<file path="src/rtl/pd_pkg.sv">
package pd_pkg;
  typedef logic [1:0] pdState_t;
  localparam pdState_t ST_IDLE     = 2'b00;
  localparam pdState_t ST_VAR_LEAD = 2'b01;
  localparam pdState_t ST_REF_LEAD = 2'b10;

  typedef struct packed {
    logic varFall;
    logic refFall;
  } edgeEvents_t;

  typedef struct packed {
    logic driveHigh;
    logic driveLow;
  } pumpStrobes_t;
endpackage

</file>
<file path="src/rtl/pd_edge_path.sv">
module pd_edge_path
  import pd_pkg::*;
#(
  parameter int SYNC_STAGES = 2
) (
  input  logic         clk,
  input  logic         rstN,
  input  logic         refIn,
  input  logic         varIn,
  input  logic         inWindow,
  input  pumpStrobes_t strobes,
  output edgeEvents_t  edges,
  output logic         pumpLevel,
  output logic         pumpEnable
);
  localparam int CHANNELS = 2;
  localparam int PIPE_W   = SYNC_STAGES + 1;

  logic [CHANNELS-1:0] rawIn;
  logic [CHANNELS-1:0] fallSeen;
  assign rawIn = {refIn, varIn};

  for (genvar ch = 0; ch < CHANNELS; ch++) begin : g_chan
    logic [PIPE_W-1:0] pipe;
    always_ff @(posedge clk or negedge rstN) begin
      if (!rstN) pipe <= '0;
      else       pipe <= {pipe[PIPE_W-2:0], rawIn[ch]};
    end
    assign fallSeen[ch] = pipe[PIPE_W-1] & ~pipe[PIPE_W-2];
  end

  assign edges.varFall = fallSeen[0];
  assign edges.refFall = fallSeen[1];

  assign pumpEnable = (strobes.driveHigh | strobes.driveLow) & ~inWindow;
  assign pumpLevel  = strobes.driveHigh;

  AST_VFALL_SINGLE: assert property (@(posedge clk) disable iff (!rstN)
    edges.varFall |=> !edges.varFall);
  AST_RFALL_SINGLE: assert property (@(posedge clk) disable iff (!rstN)
    edges.refFall |=> !edges.refFall);
  AST_STROBE_EXCL: assert property (@(posedge clk) disable iff (!rstN)
    !(strobes.driveHigh && strobes.driveLow));
  AST_WINDOW_FLOAT: assert property (@(posedge clk) disable iff (!rstN)
    pumpEnable |-> !inWindow);
endmodule

</file>
<file path="src/rtl/pd_state_ctrl.sv">
module pd_state_ctrl
  import pd_pkg::*;
(
  input  logic         clk,
  input  logic         rstN,
  input  edgeEvents_t  edges,
  output pumpStrobes_t strobes,
  output logic         varLeads,
  output logic         refLeads
);
  pdState_t state, stateNext;

  always_comb begin
    stateNext = state;
    case (state)
      ST_IDLE: begin
        if (edges.varFall && !edges.refFall)      stateNext = ST_VAR_LEAD;
        else if (edges.refFall && !edges.varFall) stateNext = ST_REF_LEAD;
      end
      ST_VAR_LEAD: if (edges.refFall) stateNext = ST_IDLE;
      ST_REF_LEAD: if (edges.varFall) stateNext = ST_IDLE;
      default:     stateNext = ST_IDLE;
    endcase
  end

  always_ff @(posedge clk or negedge rstN) begin
    if (!rstN) state <= ST_IDLE;
    else       state <= stateNext;
  end

  assign strobes.driveHigh = (state == ST_VAR_LEAD);
  assign strobes.driveLow  = (state == ST_REF_LEAD);
  assign varLeads = strobes.driveHigh;
  assign refLeads = strobes.driveLow;

  AST_LEGAL_CODE: assert property (@(posedge clk) disable iff (!rstN)
    state != 2'b11);
  AST_ENTER_VAR: assert property (@(posedge clk) disable iff (!rstN)
    (state == ST_IDLE && edges.varFall && !edges.refFall) |=> state == ST_VAR_LEAD);
  AST_ENTER_REF: assert property (@(posedge clk) disable iff (!rstN)
    (state == ST_IDLE && edges.refFall && !edges.varFall) |=> state == ST_REF_LEAD);
  AST_SIMUL_IDLE: assert property (@(posedge clk) disable iff (!rstN)
    (state == ST_IDLE && edges.refFall && edges.varFall) |=> state == ST_IDLE);
  AST_VAR_RETURN: assert property (@(posedge clk) disable iff (!rstN)
    (state == ST_VAR_LEAD && edges.refFall) |=> state == ST_IDLE);
  AST_REF_RETURN: assert property (@(posedge clk) disable iff (!rstN)
    (state == ST_REF_LEAD && edges.varFall) |=> state == ST_IDLE);
  AST_VAR_HOLD: assert property (@(posedge clk) disable iff (!rstN)
    (state == ST_VAR_LEAD && !edges.refFall) |=> state == ST_VAR_LEAD);
  AST_REF_HOLD: assert property (@(posedge clk) disable iff (!rstN)
    (state == ST_REF_LEAD && !edges.varFall) |=> state == ST_REF_LEAD);
endmodule

</file>
<file path="src/rtl/tristate_phase_detector.sv">
module tristate_phase_detector
  import pd_pkg::*;
#(
  parameter int SYNC_STAGES = 2
) (
  input  logic clk,
  input  logic rstN,
  input  logic refIn,
  input  logic varIn,
  input  logic inWindow,
  output logic pumpLevel,
  output logic pumpEnable,
  output logic varLeads,
  output logic refLeads
);
  edgeEvents_t  edges;
  pumpStrobes_t strobes;

  pd_edge_path #(.SYNC_STAGES(SYNC_STAGES)) u_path (
    .clk(clk), .rstN(rstN), .refIn(refIn), .varIn(varIn), .inWindow(inWindow),
    .strobes(strobes), .edges(edges), .pumpLevel(pumpLevel), .pumpEnable(pumpEnable)
  );

  pd_state_ctrl u_ctrl (
    .clk(clk), .rstN(rstN), .edges(edges), .strobes(strobes),
    .varLeads(varLeads), .refLeads(refLeads)
  );
endmodule

</file>
<file path="config.mk">
export PLATFORM = sky130hd
export DESIGN_NAME = tristate_phase_detector
export DESIGN_NICKNAME = d
export VERILOG_FILES = /design/src/rtl/pd_pkg.sv /design/src/rtl/pd_edge_path.sv /design/src/rtl/pd_state_ctrl.sv /design/src/rtl/tristate_phase_detector.sv
export SDC_FILE = /design/constraint.sdc
export NUM_CORES = 1
export LEC_CHECK = 0
export ABC_CLOCK_PERIOD_IN_PS = 1000
export CAP_MARGIN = 15
export CORE_AREA = 2 2 39 41
export DETAILED_ROUTE_END_ITERATION = 10
export DIE_AREA = 0 0 41 43
export GPL_ROUTABILITY_DRIVEN = 0
export GPL_TIMING_DRIVEN = 0
export RECOVER_POWER = 25
export REMOVE_ABC_BUFFERS = 1
export SYNTH_ARGS = -nofsm -noshare
export SYNTH_HDL_FRONTEND = slang
export SYNTH_SLANG_ARGS = --single-unit
export TNS_END_PERCENT = 1
</file>
<file path="constraint.sdc">
create_clock -name clk -period 1 [get_ports clk]
set_input_delay 0.2 -clock clk [delete_from_list [all_inputs] [get_ports clk]]
set_output_delay 0.2 -clock clk [all_outputs]
set_load 0.05 [all_outputs]
</file>
==> run metrics, run 1 <==
Syn Inst Count 26; first-pass GRT wire length 1100 um; outcome complete, but fails checks; CTS tree built; final core occ 38.9%; CP max stage cell dfrtp_1; clock-pin slew on the worst setup and hold paths 0.05 ns; Clock Tree Root clkbuf_4; Post-Place Cell Area roughly 450 sq um; Required @ worst endpoint 0.80 ns; CTS sink cnt 8; Die Y about 43 um; post-synthesis cell type count 11; Worst setup SP type flop; Tot Pwr 1.51 mW; period utilisation layout 142%; Max clock buf depth 2; gr usage total 9.67%; Synth Register Bits 8; nets 49; final hold violations 0; remaining antenna violation count 0; commonest non-fill, non-tap cells in the layout dfrtp_1 (8), o211ai_1 (4), clkbuf_4 (3), buf_4 (3); Hold Path Class input pin to asynchronous set/reset pin; die area 1760 sq um; row count 14; vias in the first global route 279; Initial DRC Count 0; Worst Max-Slew Pin Slew 0.352 ns; largest net degree at the start of global routing 9; slew margin rel. 76.4%; r2r setup slk -0.15 ns; DRC viols 0; setup violators final 6; vias per cell 4.45; RSZ-0062 raised after global routing true; violated checks setup timing; die width 41 um; WL/cell approximately 12 um; CTS buffer count 3; Layout Area Growth over Synthesis 52.5%; critical path, cell by cell inv_2 > ha_4 > nor2b_4 > buf_8; Final WS setup -0.419 ns; Hold Slack 0.230 ns; most common cell after layout, fill and taps aside dfrtp_1; layout cells sized above 1 46.2%; post-synthesis cell area 353 sq um; Inst Count DP 49; remaining global-route overflow 0; CP Max Fanout 3; antenna violations before repair 0; # H-tree levels 1; minimum clock period 1.42 ns; clk_lat worst skew 0.24 ns; core area about 1400 sq um; n_diodes 0; fmax 705 MHz; Post-Syn Area per Cell 13.6 sq um; cts hold-fix bufs 0; Initial Util 25.5%; final slew viol count 0; Port Buf Inserts 8; Clock Skews 0.000203 ns; critical path's largest stage delay 0.36 ns; maximum VDD drop around 0.83 mV; max-cap check violation count 0; register area share after synthesis 56.7%; setup_tns -1.73 ns; I/O pin total 9; yosys warns 0; critical path type flop to output pin; Post-Layout Cell Count between 50 and 60; Leak around 0.23 nW; pre-CTS setup slack -0.847 ns; post-detail-place hpwl 472 um; DR pass1 iterations 1; Worst EP arrival about 1.2 ns; final instance area 538 sq um; DR vias between 200 and 250; Pwr per Cell Area 2810 nW/um^2; critical path endpoint category output pin; total wire length 649 um
-- sequential cells by signal, indices dropped and copies added, names as in the netlist --
register	cells
u_path.g_chan.pipe	6
u_ctrl.state	2
-- report_power, final --
| part | leakage (nW) | switching (mW) | internal, mW |
|---|---|---|---|
| Combinational | 0.117 | 0.471 | 0.410 |
| Sequential | 0.0958 | 0.0275 | 0.369 |
| Clock | 0.0138 | 0.0970 | 0.136 |
| Total | 0.226 | 0.596 | 0.915 |
-- metal layers --
metal	vias up	track usage [%]	share of wire [%]
li1	117	-	-
met1	119	9.09	35
met2	9	16.6	60
met3	0	1.57	4.8
met4	0	8.00	0
met5	-	0	0
-- synthesized netlist by cell type --
cell	number	area (sq um)
dfrtp_1	8	200
nor2b_1	2	12.5
ha_1	3	37.5
and2b_1	1	7.51
buf_4	1	7.51
a22oi_2	1	12.5
nand4b_1	2	17.5
nand2b_4	1	13.8
nand2b_1	1	6.26
inv_1	2	7.51
o211ai_1	4	30.0
-- cell families (layout without fill, tap and decap cells) --
kind of cell,after synthesis,count (layout),share of synthesized area [%]
flops,8,8,56.7
buf+inv,3,16,4.26
fa+ha+maj,3,3,10.6
simple gates,7,7,16.3
compound gates,5,5,12.1
-- critical path, delay by kind of cell, from the launching register on --
kind	cells	cell delay, ns
AND/OR/NAND/NOR	1	0.13
buffers and inverters	2	0.22
adder cells (fa/ha/maj)	1	0.26
flip-flops	1	0.36
-- repair_timing --
action,4_1_cts,5_1_grt
setup endpoints to repair,6,6
setup buffers,2,1
resized for setup,35,3
-- area by class of cell --
type                    instances  area [sq um]
multi-input cells              15           173
inverters                       2          7.51
clock buffers                   3          22.5
well taps                      16          20.0
fillers                       140           846
repair buffers                 11           115
flip-flops and latches          8           200
-- path summary, 6_finish.rpt --
| kind | startpoint | to | cells after the start |
|---|---|---|---|
| max | u_ctrl.state[0]$_DFFE_PN0P_ | pumpEnable | 4 |
| min | rstN | u_path.g_chan[1].pipe[0]$_DFF_PN0_ | 1 |
| max reg2reg | u_ctrl.state[1]$_DFFE_PN0P_ | u_ctrl.state[0]$_DFFE_PN0P_ | 5 |
| min reg2reg | u_path.g_chan[0].pipe[0]$_DFF_PN0_ | u_path.g_chan[0].pipe[1]$_DFF_PN0_ | 0 |
| max in group asynchronous | rstN | u_path.g_chan[0].pipe[2]$_DFF_PN0_ | 1 |
| min in group clk | u_path.g_chan[0].pipe[0]$_DFF_PN0_ | u_path.g_chan[0].pipe[1]$_DFF_PN0_ | 0 |
No activity file was read; power rests on OpenSTA's default activity.
==> run 2: changes to the inputs <==
Settings changed: GPL_TIMING_DRIVEN 0 to not set.
==> run metrics, run 2 (synthesis gave the netlist of run 1 again) <==
setup_tns -1.82 ns (was -1.73 ns); RSZ-0062 raised after global routing true (unchanged); CP Max Fanout 3 (unchanged); first-pass GRT wire length 1120 um (was 1100 um); I/O pin total 9 (unchanged); CTS sink cnt 8 (unchanged); layout cells sized above 1 48.8% (was 46.2%); nets 51 (was 49); remaining global-route overflow 0 (unchanged); outcome complete, but fails checks (unchanged); row count 14 (unchanged); minimum clock period 1.41 ns (was 1.42 ns); period utilisation layout 141% (was 142%); Pwr per Cell Area 2860 nW/um^2 (was 2810 nW/um^2); gr usage total 9.56% (was 9.67%); Sw Share 37.0% (was 39.4%); slew margin rel. 76.9% (was 76.4%); final core occ 42.0% (was 38.9%); FILL cells 139 (was 140); Comb pwr share 62.3% (was 58.3%); Clock Tree Root clkbuf_4 (unchanged); max reg flops 6 (unchanged); net switching power 0.613 mW (was 0.596 mW); # H-tree levels 1 (unchanged); CTS buffer count 3 (unchanged); commonest non-fill, non-tap cells in the layout dfrtp_1 (8), buf_4 (5), o211ai_1 (4), buf_12 (4), clkbuf_4 (3) (was dfrtp_1 (8), o211ai_1 (4), clkbuf_4 (3), buf_4 (3)); WL/cell 11.3 um (was 11.8 um); antenna violations before repair 0 (unchanged); biggest regs u_path.g_chan.pipe x6, u_ctrl.state x2 (unchanged); Die Y 43 um (unchanged); final hold violations 0 (unchanged); clock-pin slew on the worst setup and hold paths 0.05 ns (about the same); n_diodes 0 (unchanged); setup violators final 6 (unchanged); Hold Slack 0.227 ns (was 0.230 ns); CTS tree built (unchanged); Post-Place Cell Area 508 sq um (was 445 sq um); Pint 1.04 mW (was 0.915 mW); largest net degree at the start of global routing 9 (unchanged); final slew viol count 0 (unchanged); max-cap check violation count 0 (unchanged); die area 1760 sq um (unchanged); Leak 0.243 nW (was 0.226 nW); die width 41 um (unchanged); core area 1380 sq um (unchanged); most common cell after layout, fill and taps aside dfrtp_1 (unchanged); maximum VDD drop 0.919 mV (was 0.832 mV); Final WS setup -0.412 ns (was -0.419 ns); Worst EP arrival 1.21 ns (was 1.22 ns); DR vias 256 (was 245); Clock power frac 13.8% (was 15.5%); Port Buf Inserts 8 (unchanged); Max clock buf depth 2 (unchanged); total wire length 646 um (was 649 um); vias per cell 4.49 (was 4.45); Layout Area Growth over Synthesis 64.5% (was 52.5%); Flop pwr share 23.8% (was 26.2%); remaining antenna violation count 0 (unchanged); critical path type flop to output pin (unchanged); post-detail-place hpwl 516 um (was 472 um); violated checks setup timing (unchanged); fmax 708 MHz (was 705 MHz); final instance area 581 sq um (was 538 sq um); vias in the first global route 281 (was 279); Hold Path Class input pin to asynchronous set/reset pin (unchanged); cts hold-fix bufs 0 (unchanged); DRC viols 0 (unchanged); Initial Util 25.5% (unchanged); Worst setup SP type flop (unchanged); register name with the most flops u_path.g_chan.pipe (unchanged); Worst Max-Slew Pin Slew 0.346 ns (was 0.352 ns); critical path endpoint category output pin (unchanged); clk_lat worst skew 0.24 ns (about the same); DR pass1 iterations 1 (unchanged); Required @ worst endpoint 0.80 ns (about the same); Initial DRC Count 0 (unchanged); Clock Skews 0.00388 ns (was 0.000203 ns)
-- run 2: cell count changes in the layout (fill, tap and decap cells not counted) --
cell	before	now
buf_6	2	0
buf_12	0	4
buf_8	2	0
buf_4	3	5
-- run 2: path summary, 6_finish.rpt --
kind	start	endpoint	slack [ns]	depth (start not counted)
max in group asynchronous	rstN	u_ctrl.state[0]$_DFFE_PN0P_	0.52	1
max	u_ctrl.state[1]$_DFFE_PN0P_	pumpEnable	-0.41	4
max reg2reg	u_ctrl.state[0]$_DFFE_PN0P_	u_ctrl.state[0]$_DFFE_PN0P_	-0.19	4
min	rstN	u_path.g_chan[0].pipe[0]$_DFF_PN0_	0.23	1
min in group clk	u_path.g_chan[1].pipe[0]$_DFF_PN0_	u_path.g_chan[1].pipe[1]$_DFF_PN0_	0.35	0
min reg2reg	u_path.g_chan[1].pipe[0]$_DFF_PN0_	u_path.g_chan[1].pipe[1]$_DFF_PN0_	0.35	0
-- run 2: metal layers --
metal | part of all wire (%) | vias up | GRT usage, %
met5 | 0 | - | 0
met4 | 0 | 0 | 6.00
met3 | 6.2 | 0 | 1.57
met2 | 60 | 9 | 17.2
met1 | 34 | 124 | 9.06
li1 | - | 123 | -
-- run 2: worst max-delay path: stages, from the launching register on --
cell     delay, ns
dfrtp_1       0.35
inv_2         0.07
ha_4          0.26
nor2b_4       0.15
buf_12        0.14
-- run 2: power groups by stage --
stage,clock [mW],combinational (mW),sequential [mW]
finish,0.229,1.03,0.395
global route,0.260,1.09,0.400
CTS,0.244,1.04,0.396
detailed placement,0,0.864,0.403
global placement,0,0.840,0.396
floorplan,0,0.446,0.398
-- run 2: what timing repair did --
action                                  CTS  global route
setup buffers                             2             0
endpoints found under the setup margin    6             6
pin swaps                                 2             1
gates resized for setup                   8             0
endpoints found under the hold margin     0             0
-- run 2: layout make-up --
type | count | area (sq um) | share of cell area (%)
flip-flops and latches | 8 | 200 | 34.5
multi-input cells | 15 | 173 | 29.7
repair buffers | 13 | 158 | 27.2
clock buffers | 3 | 22.5 | 3.88
well taps | 16 | 20.0 | 3.45
inverters | 2 | 7.51 | 1.29
-- run 2: per-stage QoR --
stage          instances  power (mW)  worst slack, ns
2_1_floorplan         25       0.843           -0.733
4_1_cts               57        1.68           -0.414
3_5_place_dp          52        1.27           -0.300
6_report              57        1.66           -0.412
3_3_place_gp          52        1.24           -0.246
5_1_grt               57        1.75           -0.451
==> run 3: changes to the inputs <==
Settings changed: ABC_CLOCK_PERIOD_IN_PS 1000 to 1200, MAX_ROUTING_LAYER set to met4, PLACE_DENSITY set to 0.55.
Clock period 1 ns to 1.2 ns, I/O delays scaled along.
==> run metrics, run 3 (synthesis gave the netlist of run 1 again) <==
Pwr per Cell Area 2380 nW/um^2 (was 2860 nW/um^2); crit path buf inv count 2 (unchanged); I/O pin total 9 (unchanged); Required @ worst endpoint 0.96 ns (was 0.80 ns); cts hold-fix bufs 0 (unchanged); fmax approximately 700 MHz; antenna violations before repair 0 (unchanged); slew margin rel. 77.0% (was 76.9%); vias per cell 4.37 (was 4.49); row count 14 (unchanged); clk_lat worst skew 0.24 ns (about the same); Clock Tree Root clkbuf_4 (unchanged); CP max stage cell dfrtp_1 (unchanged); DRC viols 0 (unchanged); final hold violations 0 (unchanged); Final WS setup -0.252 ns (was -0.412 ns); biggest regs u_path.g_chan.pipe x6, u_ctrl.state x2 (unchanged); Leak 0.244 nW (was 0.243 nW); total wire length 647 um (was 646 um); Port Buf Inserts 8 (unchanged); multi-input logic area 173 sq um (unchanged); outcome complete, but fails checks (unchanged); critical path, cell by cell inv_2 > ha_4 > nor2b_4 > buf_12 (unchanged); CTS sink cnt 8 (unchanged); Worst EP arrival 1.21 ns (about the same); clock-pin slew on the worst setup and hold paths 0.05 ns (about the same); Initial Util 25.5% (unchanged); first-pass GRT wire length 1100 um (was 1120 um); final core occ 42.2% (was 42.0%); nets 51 (unchanged); final slew viol count 0 (unchanged); violated checks setup timing (unchanged); gr usage total 10.4% (was 9.56%); max-cap check violation count 0 (unchanged); die area 1760 sq um (unchanged); Max clock buf depth 2 (unchanged); CTS tree built (unchanged); period utilisation layout 121%; minimum clock period 1.45 ns; setup_tns -0.812 ns (was -1.82 ns); DR pass1 iterations 1 (unchanged); Initial DRC Count 0 (unchanged); vias in the first global route 284 (was 281); n_diodes 0 (unchanged); Tot Pwr 1.39 mW (was 1.66 mW); WL/cell 11.4 um (was 11.3 um); cell family with most CP delay flip-flops (unchanged); most common cell after layout, fill and taps aside dfrtp_1 (unchanged); Clock Skews 0.00123 ns (was 0.00388 ns); Die Y 43 um (unchanged); layout cells sized above 1 48.8% (unchanged); CP Max Fanout 3 (unchanged); register name with the most flops u_path.g_chan.pipe (unchanged); worst r2r src u_ctrl.state[0]$_DFFE_PN0P_ (unchanged); critical path endpoint category output pin (unchanged); Worst Max-Slew Pin Slew 0.344 ns (was 0.346 ns); CTS buffer count 3 (unchanged); critical path type flop to output pin (unchanged); maximum VDD drop 0.655 mV (was 0.919 mV); setup violators final 4 (was 6); R2R cell count 4 (unchanged); FF/Latch Area 200 sq um (unchanged); DR vias 249 (was 256); commonest non-fill, non-tap cells in the layout dfrtp_1 (8), o211ai_1 (4), buf_12 (4), buf_4 (4) (was dfrtp_1 (8), buf_4 (5), o211ai_1 (4), buf_12 (4), clkbuf_4 (3)); r2r endpoint u_ctrl.state[1]$_DFFE_PN0P_ (was u_ctrl.state[0]$_DFFE_PN0P_); remaining antenna violation count 0 (unchanged); critical path's largest stage delay 0.36 ns (was 0.35 ns); FILL cells 131 (was 139); pre-CTS setup slack -0.0962 ns (was -0.300 ns); RSZ-0062 raised after global routing true (unchanged); Layout Area Growth over Synthesis 65.6% (was 64.5%); die width 41 um (unchanged); max reg flops 6 (unchanged); remaining global-route overflow 0 (unchanged); r2r setup slk 0.01 ns (was -0.19 ns); # H-tree levels 1 (unchanged); Hold Slack 0.264 ns (was 0.227 ns); core area 1380 sq um (unchanged); Worst setup SP type flop (unchanged); largest net degree at the start of global routing 9 (unchanged); Hold Path Class input pin to asynchronous set/reset pin (unchanged)
-- run 3: cell type report --
type	instances	area share [%]
Multi-Input combinational cell	15	29.6
Sequential cell	8	34.3
Inverter	2	1.28
Tap cell	16	3.43
Clock buffer	3	3.85
Timing Repair Buffer	13	27.6
-- run 3: metal layers --
layer	GRT usage (%)	vias to the layer above	wire length [um]
li1	-	122	-
met1	9.15	117	246
met2	15.9	8	359
met3	3.14	2	33
met4	10.0	0	8
met5	-	-	0
-- run 3: how the worst max path moves through the flow --
| stage | from | end | cells after the start |
|---|---|---|---|
| after floorplan | u_ctrl.state[1]$_DFFE_PN0P_ | u_ctrl.state[0]$_DFFE_PN0P_ | 4 |
| after global placement | u_ctrl.state[1]$_DFFE_PN0P_ | pumpEnable | 4 |
| after detailed placement | u_ctrl.state[1]$_DFFE_PN0P_ | pumpEnable | 4 |
| after CTS | u_ctrl.state[1]$_DFFE_PN0P_ | pumpEnable | 4 |
| after global routing | u_ctrl.state[1]$_DFFE_PN0P_ | pumpEnable | 4 |
| final | u_ctrl.state[1]$_DFFE_PN0P_ | pumpEnable | 4 |
-- run 3: timing repair --
item	in CTS	in global routing
setup buffers	0	1
setup endpoints to repair	6	6
resized for setup	9	0
pin swaps	2	0
-- run 3: power by group --
part           total, mW  switching, mW  internal [mW]  leakage, nW
sequential         0.330         0.0225          0.307       0.0958
clock              0.196         0.0825          0.114       0.0138
combinational      0.866          0.410          0.456        0.135
-- run 3: per-stage QoR --
step	instance area, sq um	std cells
finish	584	57
global route	584	57
CTS	577	56
detailed placement	515	53
global placement	515	53
floorplan	345	25
